### config.mk
export PLATFORM = sky130hd
export DESIGN_NAME = snoop_responder
export DESIGN_NICKNAME = d
export VERILOG_FILES = /design/src/rtl/snoop_responder.sv
export SDC_FILE = /design/constraint.sdc
export NUM_CORES = 1
export LEC_CHECK = 0
export ABC_AREA = 0
export BUFFER_PORTS_ARGS = -buffer_cell sky130_fd_sc_hd__clkbuf_2
export CAP_MARGIN = 20
export CORE_ASPECT_RATIO = 0.9
export CORE_MARGIN = 1.5
export CORE_UTILIZATION = 50
export CTS_BUF_LIST = sky130_fd_sc_hd__clkbuf_4 sky130_fd_sc_hd__clkbuf_8 sky130_fd_sc_hd__clkbuf_16
export CTS_CLUSTER_SIZE = 40
export DETAILED_ROUTE_END_ITERATION = 8
export PLACE_DENSITY = 0.68
export SYNTH_ARGS = -nofsm -noshare
export SYNTH_HDL_FRONTEND = slang
export SYNTH_SLANG_ARGS = --single-unit
### constraint.sdc
create_clock -name clk -period 3.64 [get_ports clk]
set_clock_uncertainty 0.2 [all_clocks]
set_input_delay 0.728 -clock clk [delete_from_list [all_inputs] [get_ports clk]]
set_output_delay 0.728 -clock clk [all_outputs]
set_load 0.005 [all_outputs]
### src/rtl/snoop_responder.sv
module snoop_responder #(
  parameter int LINE_W = 27,
  parameter int IDX_W  = 3
) (
  input  logic              clk,
  input  logic              rst_n,
  input  logic              eads_n,
  input  logic [LINE_W-1:0] snp_line,
  input  logic              snp_par,
  input  logic              snp_inv,
  input  logic              wb_done,
  input  logic              fill_en,
  input  logic [LINE_W-1:0] fill_line,
  input  logic [1:0]        fill_st,
  output logic              hit_n,
  output logic              hitm_n,
  output logic              apchk_n
);
  localparam int DEPTH = 1 << IDX_W;
  localparam int TAG_W = LINE_W - IDX_W;
  localparam logic [1:0] ST_I = 2'd0, ST_S = 2'd1, ST_M = 2'd3;

  logic [TAG_W-1:0] tag_q [DEPTH];
  logic [1:0]       st_q  [DEPTH];

  logic              s1_v, s1_par, s1_inv;
  logic [LINE_W-1:0] s1_line;
  logic              s2_v, s2_hit, s2_mod, s2_perr;

  logic [IDX_W-1:0] s1_idx, f_idx;
  logic             s1_hit, s1_mod, s1_perr, mh_pend, accept;

  assign s1_idx  = s1_line[IDX_W-1:0];
  assign f_idx   = fill_line[IDX_W-1:0];
  assign s1_hit  = (st_q[s1_idx] != ST_I) && (tag_q[s1_idx] == s1_line[LINE_W-1:IDX_W]);
  assign s1_mod  = s1_hit && (st_q[s1_idx] == ST_M);
  assign s1_perr = ^{s1_line, s1_par};
  assign mh_pend = (s1_v && s1_mod) || (s2_v && s2_mod);
  assign accept  = !eads_n && hitm_n && !mh_pend;

  always_ff @(posedge clk) begin
    if (!rst_n) begin
      s1_v <= 1'b0; s1_line <= '0; s1_par <= 1'b0; s1_inv <= 1'b0;
    end else begin
      s1_v <= accept;
      if (accept) begin
        s1_line <= snp_line; s1_par <= snp_par; s1_inv <= snp_inv;
      end
    end
  end

  always_ff @(posedge clk) begin
    if (!rst_n) begin
      for (int i = 0; i < DEPTH; i++) begin
        st_q[i]  <= ST_I;
        tag_q[i] <= '0;
      end
    end else begin
      if (fill_en) begin
        st_q[f_idx]  <= fill_st;
        tag_q[f_idx] <= fill_line[LINE_W-1:IDX_W];
      end
      if (s1_v && s1_hit) st_q[s1_idx] <= s1_inv ? ST_I : ST_S;
    end
  end

  always_ff @(posedge clk) begin
    if (!rst_n) begin
      s2_v <= 1'b0; s2_hit <= 1'b0; s2_mod <= 1'b0; s2_perr <= 1'b0;
    end else begin
      s2_v    <= s1_v;
      s2_hit  <= s1_hit;
      s2_mod  <= s1_mod;
      s2_perr <= s1_perr;
    end
  end

  always_ff @(posedge clk) begin
    if (!rst_n) begin
      hit_n <= 1'b1; hitm_n <= 1'b1; apchk_n <= 1'b1;
    end else begin
      apchk_n <= !(s2_v && s2_perr);
      if (s2_v) hit_n <= !s2_hit;
      if (!hitm_n && wb_done) hitm_n <= 1'b1;
      if (s2_v && s2_mod) hitm_n <= 1'b0;
    end
  end

  a_r4_hit_only_on_result: assert property (@(posedge clk) disable iff (!rst_n)
    (hit_n != $past(hit_n)) |-> $past(s2_v));
  a_r6_perr_after_result: assert property (@(posedge clk) disable iff (!rst_n)
    !apchk_n |-> $past(s2_v));
  a_r5_hitm_with_hit: assert property (@(posedge clk) disable iff (!rst_n)
    !hitm_n |-> !hit_n);
  a_r5_release: assert property (@(posedge clk) disable iff (!rst_n)
    (!hitm_n && wb_done) |=> hitm_n);
  a_r8_strobe_blocked: assert property (@(posedge clk) disable iff (!rst_n)
    (!hitm_n && !eads_n) |=> !s1_v);
endmodule

; ---- After elaboration in Yosys (flattened, before gate mapping)
; Memory sizes are Yosys's and may differ from the RTL's. A register that Yosys moved wholly into a read port is not among the register bits.
; Index checks and enable logic that the tools add are counted.
[totals]
mem_bits_ro = 0
latchBits = 0
memories = 2
wordCells = 59
regBits = 37
ram_bits = 208
[op_classes]
n_shift = 0
bitwise_logic = 0
reduce_logical = 21
muxes = 23
addsub = 0
eq_ne = 2
magnitude_cmp = 0
multipliers = 0
div = 0
[memory_table]
columns = memory, depth, width, rd, rd_clocked_by_memory_dff, wr, line_no
row1 = tag_q, 8, 24, 1, 1, 8, 23  ; logic [TAG_W-1:0] tag_q [DEPTH];
row2 = st_q, 8, 2, 1, 1, 8, 24  ; logic [1:0] st_q [DEPTH];
[op_table]
columns = operator, n
row1 = $reduce_xor 28->1, 1
row2 = $eq 24x24->1, 1
row3 = $mux 24, 1
row4 = $reduce_or 24->1, 1
row5 = $mux 3, 7
row6 = $mux 1, 13
row7 = $logic_and 1x1->1, 9
row8 = $logic_not 1->1, 5
row9 = $mux 2, 2
row10 = $reduce_bool 2->1, 2
row11 = $reduce_or 2->1, 2
row12 = $eq 2x2->1 const B, 1
row13 = $logic_or 1x1->1, 1

; ---- Depth between registers and ports, before layout
; Gate-level depths: netlist of run 1.
[logic_depth]
ltp_word = 9
depth_mapped = 12
depth_no_buf = 8

; ---- Least setup slack after synthesis of run 1
; Ideal clock, no wire load.
[synth_timing]
path_kind = input -> register
start = input fill_line[1]
end = memory st_q[4][0] (enable)
setup_ns = 0.297
t_arrival_ns = 3.334
t_required_ns = 3.143
slack_ns = -0.192
path_buffers = 0
stages = 3
path_cell_list = or3b_2 o21ai_0 or2_2
[synth_rtl]
columns = item, line_no
row1 = start: declaration, 13  ; input logic [LINE_W-1:0] fill_line,
row2 = end: declaration, 24

==> results of run 1 <==
==> worst paths after layout <==
| check | startpoint | endpoint | cells after the start |
|---|---|---|---|
| min reg2reg | s2_perr$_SDFF_PN0_ | apchk_n$_SDFF_PN1_ | 1 |
| max reg2reg | flip-flop | st_q[4][0]$_DFFE_PP_ | 9 |
| min | s2_perr$_SDFF_PN0_ | apchk_n$_SDFF_PN1_ | 1 |
| max | flip-flop | st_q[4][0]$_DFFE_PP_ | 9 |
==> final cells by class <==
cell class                 instances  area, µm²  share of cell area, %
multi-input combinational        610       4690                   34.4
clock inverter                    18        175                   1.28
sequential                       248       6980                   51.2
inverter                           2       7.51                 0.0551
clock buffer                      32        726                   5.32
tap                              302        378                   2.77
timing repair buffer             106        683                   5.01
==> per-stage QoR <==
| step | power, mW | hold slack, ns | utilization [%] | instances |
|---|---|---|---|---|
| 4_1_cts | 6.88 | 0.200 | 58.4 | 1318 |
| 3_5_place_dp | 4.13 | 0.187 | 54.5 | 1268 |
| 2_1_floorplan | 3.86 | 0.167 | - | 908 |
| 3_3_place_gp | 4.12 | 0.170 | 54.5 | 1268 |
| 5_1_grt | 7.06 | 0.207 | 58.4 | 1318 |
| 6_report | 6.84 | 0.196 | 58.4 | 1318 |
==> placed cells by master, fill, tap and decap left out, types with 5 or more instances in the layout <==
master / Yosys / layout
clkbuf_16: 0 / 27
nand3_1: 5 / 5
mux2i_1: 81 / 81
buf_4: 5 / 37
nand2b_1: 5 / 5
xnor2_1: 25 / 25
xor2_1: 16 / 16
dfxtp_1: 48 / 45
a21oi_1: 11 / 11
edfxtp_1: 200 / 200
clkbuf_2: 0 / 64
o22ai_1: 8 / 8
nor2_2: 0 / 6
nor2b_1: 5 / 5
o21ai_2: 0 / 6
a22o_1: 6 / 6
mux4_2: 26 / 26
mux2_2: 20 / 20
and3_1: 6 / 6
nand2_1: 88 / 88
nor2_1: 28 / 22
and2_1: 205 / 205
clkinv_1: 0 / 6
or2_2: 8 / 8
o21ai_0: 12 / 6
==> state kept, by name, summed over array words and instances, names as in the netlist, named ones only <==
name / cells
tag_q: 192
s1_line: 27
st_q: 16
apchk_n: 1
hit_n: 1
hitm_n: 1
s1_inv: 1
s1_par: 1
s1_v: 1
s2_hit: 1
s2_mod: 1
s2_perr: 1
s2_v: 1
==> cell families (layout without fill, tap and decap cells) <==
kind of cell    count (synthesis)  in the layout
compound gates                 57             57
flops                         248            248
mux                           128            128
fa+ha+maj                       4              4
simple gates                  378            378
buf+inv                        50            158
xor+xnor                       43             43
==> report_power, final <==
| group | switching [mW] | internal (mW) | total, mW |
|---|---|---|---|
| Clock | 1.12 | 1.64 | 2.76 |
| Sequential | 0.0888 | 3.24 | 3.33 |
| Combinational | 0.420 | 0.332 | 0.753 |
==> critical path, stage by stage (launching register included) <==
cell and delay (ns):
dfxtp_4 0.48, mux4_2 0.55, mux2i_1 0.28, buf_4 0.17, xor2_1 0.21, o2111ai_1 0.14
nand4b_4 0.22, nor4_2 0.47, and2_1 0.25, or2_2 0.13
==> repair_timing <==
action | in CTS | in global routing
setup endpoints to repair | 0 | 15
resized for setup | 0 | 3
setup buffers | 0 | 0
==> metal layers <==
metal  GRT usage (%)  vias to the layer above  share of wire [%]
met5               0                        -                  0
met4            7.70                        0                2.8
met3            3.37                       52                6.7
met2            37.8                      288                 45
met1            34.1                     3558                 45
li1                -                     3424                  -
==> results.yml, run 1 <==
placed_design:
  finalWeightedCongestion: 0.847
  io_buffers: 65
  hpwl_um: 18200
  place_worst_setup_slack_ns: 0.105
  dpl_cell_area_um2: 12700
clocking:
  cts_tree: "built"
  clock_path_buffers: 3
  cts-root-buf: "clkbuf_16"
  clkLatencyLatePin_ns: 0.54
  clk_pin_slew_ns: 0.06
  holdBufCountCts: 0
  cts_max_level: 1
  numCtsBuffers: 27
  cts_sinks: 248
timing:
  tns_ns: 0
  report.final.setup_viol: 0
  rsz0062_at_grt: "false"
  layout_min_cycle_time_ns: 3.40
  slew_headroom_pct: 52.7
  fmax_mhz: 294
  slew_viol_final: 0
  tightestPinTransition_ns: 0.708
  layout_setup_ws_ns: 0.243
  hold_viol_final: 0
  min_period_over_period_pct: 93.3
synth:
  synthAdderAreaFrac_pct: 0.421
  syn_nets: 975
  ys_types: 53
  syn_area_um2: 11900
  synth-compound-area-share_pct: 3.30
  yosysTopAreaCell: "edfxtp_1"
  muxShareOfSynthArea_pct: 13.7
  ys_dominant_reg_cell: "edfxtp_1"
  synth_xor_area_share_pct: 3.29
  synth-edff-count: 200
  synth_top_family_by_area: "simple AND/OR/NAND/NOR gates"
  synth_top_area_share_pct: 50.5
  synthArstFlopShare_pct: 0
  ys_warn_count: 0
  ys_ff_latch: 248
  synth_most_common_cell: "and2_1"
  seq_area_frac_synth_pct: 58.5
  synthSimpleGateAreaFrac_pct: 18.2
  synthTopCellsByCount: "and2_1 (205), edfxtp_1 (200), nand2_1 (88)"
  synthCells: 908
  synth_area_leaders: "edfxtp_1 (50%), and2_1 (11%), dfxtp_1 (8.1%)"
  avgSynthCellArea_um2: 13.1
detailed_routing:
  routedWlPerCell_um: 21.9
  via_count: 7322
  wl_um: 28900
  ant_nets: 0
  first_pass_iters: 5
  viasPerCell: 5.56
  drc_errors: 0
  first_iter_violations: 591
critical_path:
  required_ns: 3.70
  critPathMaxFanout: 9
  critPathKind: "reg -> reg"
  arrival_ns: 3.46
  crit_path_start_kind: "flip-flop"
  crit_path_end_kind: "flip-flop"
  rrSetupSlack_ns: 0.24
global_route:
  grt_pass1_vias: 7330
  grt_overflow_total: 0
  grt_use_total_pct: 23.8
  grt_first_pass_wirelength_um: 44200
  antenna_found_initial: 0
  grt_max_degree: 69
power:
  vdd_drop_max_mv: 0.477
  p_leak_nw: 5.12
  p_per_area_nw_per_um2: 501
final_layout:
  drive_gt1_share_pct: 23.1
  syn2layout_area_growth_pct: 14.5
  antennaDiodeCount: 0
  fill_cells: 1895
  nets: 1062
  design_area_um2: 13600
min_path:
  holdCritPathClass: "reg -> reg"
floorplanning:
  core_area_um2: 23300
  rows: 53
  die-area_um2: 24700
  initial_core_util_pct: 51.0
  die_w_um: 166
  io_pins: 66
  die_y_um: 149
flow_run:
  drv_cap: 0
outcome:
  status: "finished clean"
Power figures use the tool's default switching activity.
==> run 2: changes to the inputs <==
==> config.mk (replaced) <==
export PLATFORM = sky130hd
export DESIGN_NAME = snoop_responder
export DESIGN_NICKNAME = d
export VERILOG_FILES = /design/src/rtl/snoop_responder.sv
export SDC_FILE = /design/constraint.sdc
export NUM_CORES = 1
export LEC_CHECK = 0
export ABC_AREA = 0
export CAP_MARGIN = 20
export CORE_ASPECT_RATIO = 0.9
export CORE_MARGIN = 1.5
export CORE_UTILIZATION = 58
export CTS_BUF_LIST = sky130_fd_sc_hd__clkbuf_4 sky130_fd_sc_hd__clkbuf_8 sky130_fd_sc_hd__clkbuf_16
export CTS_CLUSTER_SIZE = 40
export DETAILED_ROUTE_END_ITERATION = 8
export DONT_BUFFER_PORTS = 1
export PLACE_DENSITY = 0.74
export SKIP_LAST_GASP = 1
export SYNTH_ARGS = -nofsm -noshare
export SYNTH_HDL_FRONTEND = slang
export SYNTH_SLANG_ARGS = --single-unit
==> run 2 against run 1 <==
Net effect:
- flip-flop and latch count stayed put
- first-iteration DRC count increased by 31%
- fmax is 2.2% lower
- routed wire length down 0.47%
- die area fell by 14%
- global-route usage is 3.7 points higher
- clock power down 5%
- worst setup slack worse by 0.075 ns
- hold slack worse by 0.14 ns
- total power fell by 3.2%
- largest power group unchanged
- highest routed layer unchanged
==> results.yml, run 2 (same netlist as run 1, synthesis figures left out) <==
clocking:
  postCtsSetupBuffers: 0
  cts_sinks: 248
  clock_path_buffers: 3
  numCtsBuffers: 26
  cts_max_level: 1
  cts_resized: 0
  cts-root-buf: "clkbuf_16"
  clk_pin_slew_ns: 0.06
  cts_tree: "built"
  clkLatencyLatePin_ns: 0.55
  holdBufCountCts: 0
global_route:
  grt_max_degree: 87
  grt_use_total_pct: 27.5
  grt_pass1_vias: 7483
  grt_overflow_total: 0
  antenna_found_initial: 0
  grt_first_pass_wirelength_um: 43900
floorplanning:
  rows: 49
  die_y_um: 139
  io_pins: 66
  die_w_um: 154
  die-area_um2: 21400
  initial_core_util_pct: 59.4
  core_area_um2: 20000
timing:
  slew_viol_final: 0
  min_period_over_period_pct: 95.4
  slew_headroom_pct: 56.8
  tightestPinTransition_ns: 0.648
  report.final.setup_viol: 0
  layout_min_cycle_time_ns: 3.47
  rsz0062_at_grt: "false"
  tns_ns: 0
  fmax_mhz: 288
  layout_setup_ws_ns: 0.169
  worst_hold_slack_ns: 0.0604
  hold_viol_final: 0
critical_path:
  slowest_delay_ns: 0.45
  critPathKind: "reg -> reg"
  path_cells: "buf_12 > nand2b_1 > o22ai_1 > a221oi_1 > buf_4 > xnor2_1 > nand4b_4 > nor4_2 > and2_1 > or2_2"
  crit_path_start_kind: "flip-flop"
  worst-path-buf-inv: 2
  r2r_end: "st_q[4][0]$_DFFE_PP_"
  arrival_ns: 3.53
  crit_path_end_kind: "flip-flop"
  cp_slowest_cell: "dfxtp_2"
  crit_family: "simple AND/OR/NAND/NOR gates"
  reg2reg_depth: 10
  rrSetupSlack_ns: 0.17
  required_ns: 3.70
  critPathMaxFanout: 35
final_layout:
  antennaDiodeCount: 0
  fin_util_pct: 65.7
  final_cell_mix: "and2_1 (205), edfxtp_1 (200), nand2_1 (88), mux2i_1 (81), dfxtp_1 (45)"
  drive_gt1_share_pct: 16.5
  fill_cells: 1470
  top_register: "tag_q"
  design_area_um2: 13200
  syn2layout_area_growth_pct: 10.6
  final_common_cell: "and2_1"
  reg_top3: "tag_q: 192 flops, s1_line: 27 flops, st_q: 16 flops"
  nets: 988
  finalNonFillerCells: 1195
  largest_register_ff_count: 192
outcome:
  status: "finished clean"
placed_design:
  hpwl_um: 18600
  finalWeightedCongestion: 0.988
  placed_cells: 1148
  dpl_cell_area_um2: 12300
  place_worst_setup_slack_ns: 0.257
  io_buffers: 0
detailed_routing:
  routedWlPerCell_um: 24.0
  viasPerCell: 6.05
  first_pass_iters: 5
  ant_nets: 0
  via_count: 7234
  first_iter_violations: 777
  drc_errors: 0
  wl_um: 28700
power:
  vdd_drop_max_mv: 0.394
  p_per_area_nw_per_um2: 503
  power_mw: 6.61
  p_leak_nw: 4.81
min_path:
  holdPathStages: 1
  min_to: "hitm_n$_SDFFE_PN1P_"
  holdCritPathClass: "in -> reg"
  min_from: "rst_n"
flow_run:
  drv_cap: 0
[run 2: layout make-up]
cell class                      count  area, µm²  area share (%)
Clock buffer                       38        759            5.77
Inverter                            2       7.51          0.0570
Multi-Input combinational cell    610       4670            35.5
Sequential cell                   248       6970            53.0
Timing Repair Buffer               33        335            2.55
Tap cell                          255        319            2.42
Clock inverter                      9       98.8           0.751
[run 2: worst reg2reg max path: cells and delay by family (launching register included)]
kind                      cells  cell delay, ns
AOI/OAI and AO/OA             2            0.53
and+or+nand+nor               5            1.32
xor gates and xnor gates      1            0.20
DFF                           1            0.45
buffers and inverters         2            0.48
[run 2: metal layers]
metal | part of all wire, % | GRT usage, %
met3 | 7.0 | 4.16
met2 | 48 | 45.4
met1 | 41 | 37.0
met4 | 3.5 | 11.0
met5 | 0 | 0
[run 2: worst max path at each step]
stage | from | to | slack (ns) | depth (start not counted)
detailed placement | flip-flop | st_q[6][0]$_DFFE_PP_ | 0.26 | 10
floorplan | fill_line[1] | st_q[1][0]$_DFFE_PP_ | 0.13 | 3
finish | flip-flop | st_q[4][0]$_DFFE_PP_ | 0.17 | 10
global placement | flip-flop | st_q[4][0]$_DFFE_PP_ | 0.23 | 10
CTS | flip-flop | st_q[4][0]$_DFFE_PP_ | 0.18 | 10
global route | flip-flop | st_q[4][0]$_DFFE_PP_ | 0.03 | 10
[run 2: where the power goes]
part	switching [mW]	internal [mW]
combinational	0.378	0.307
sequential	0.0828	3.24
clock	1.08	1.53
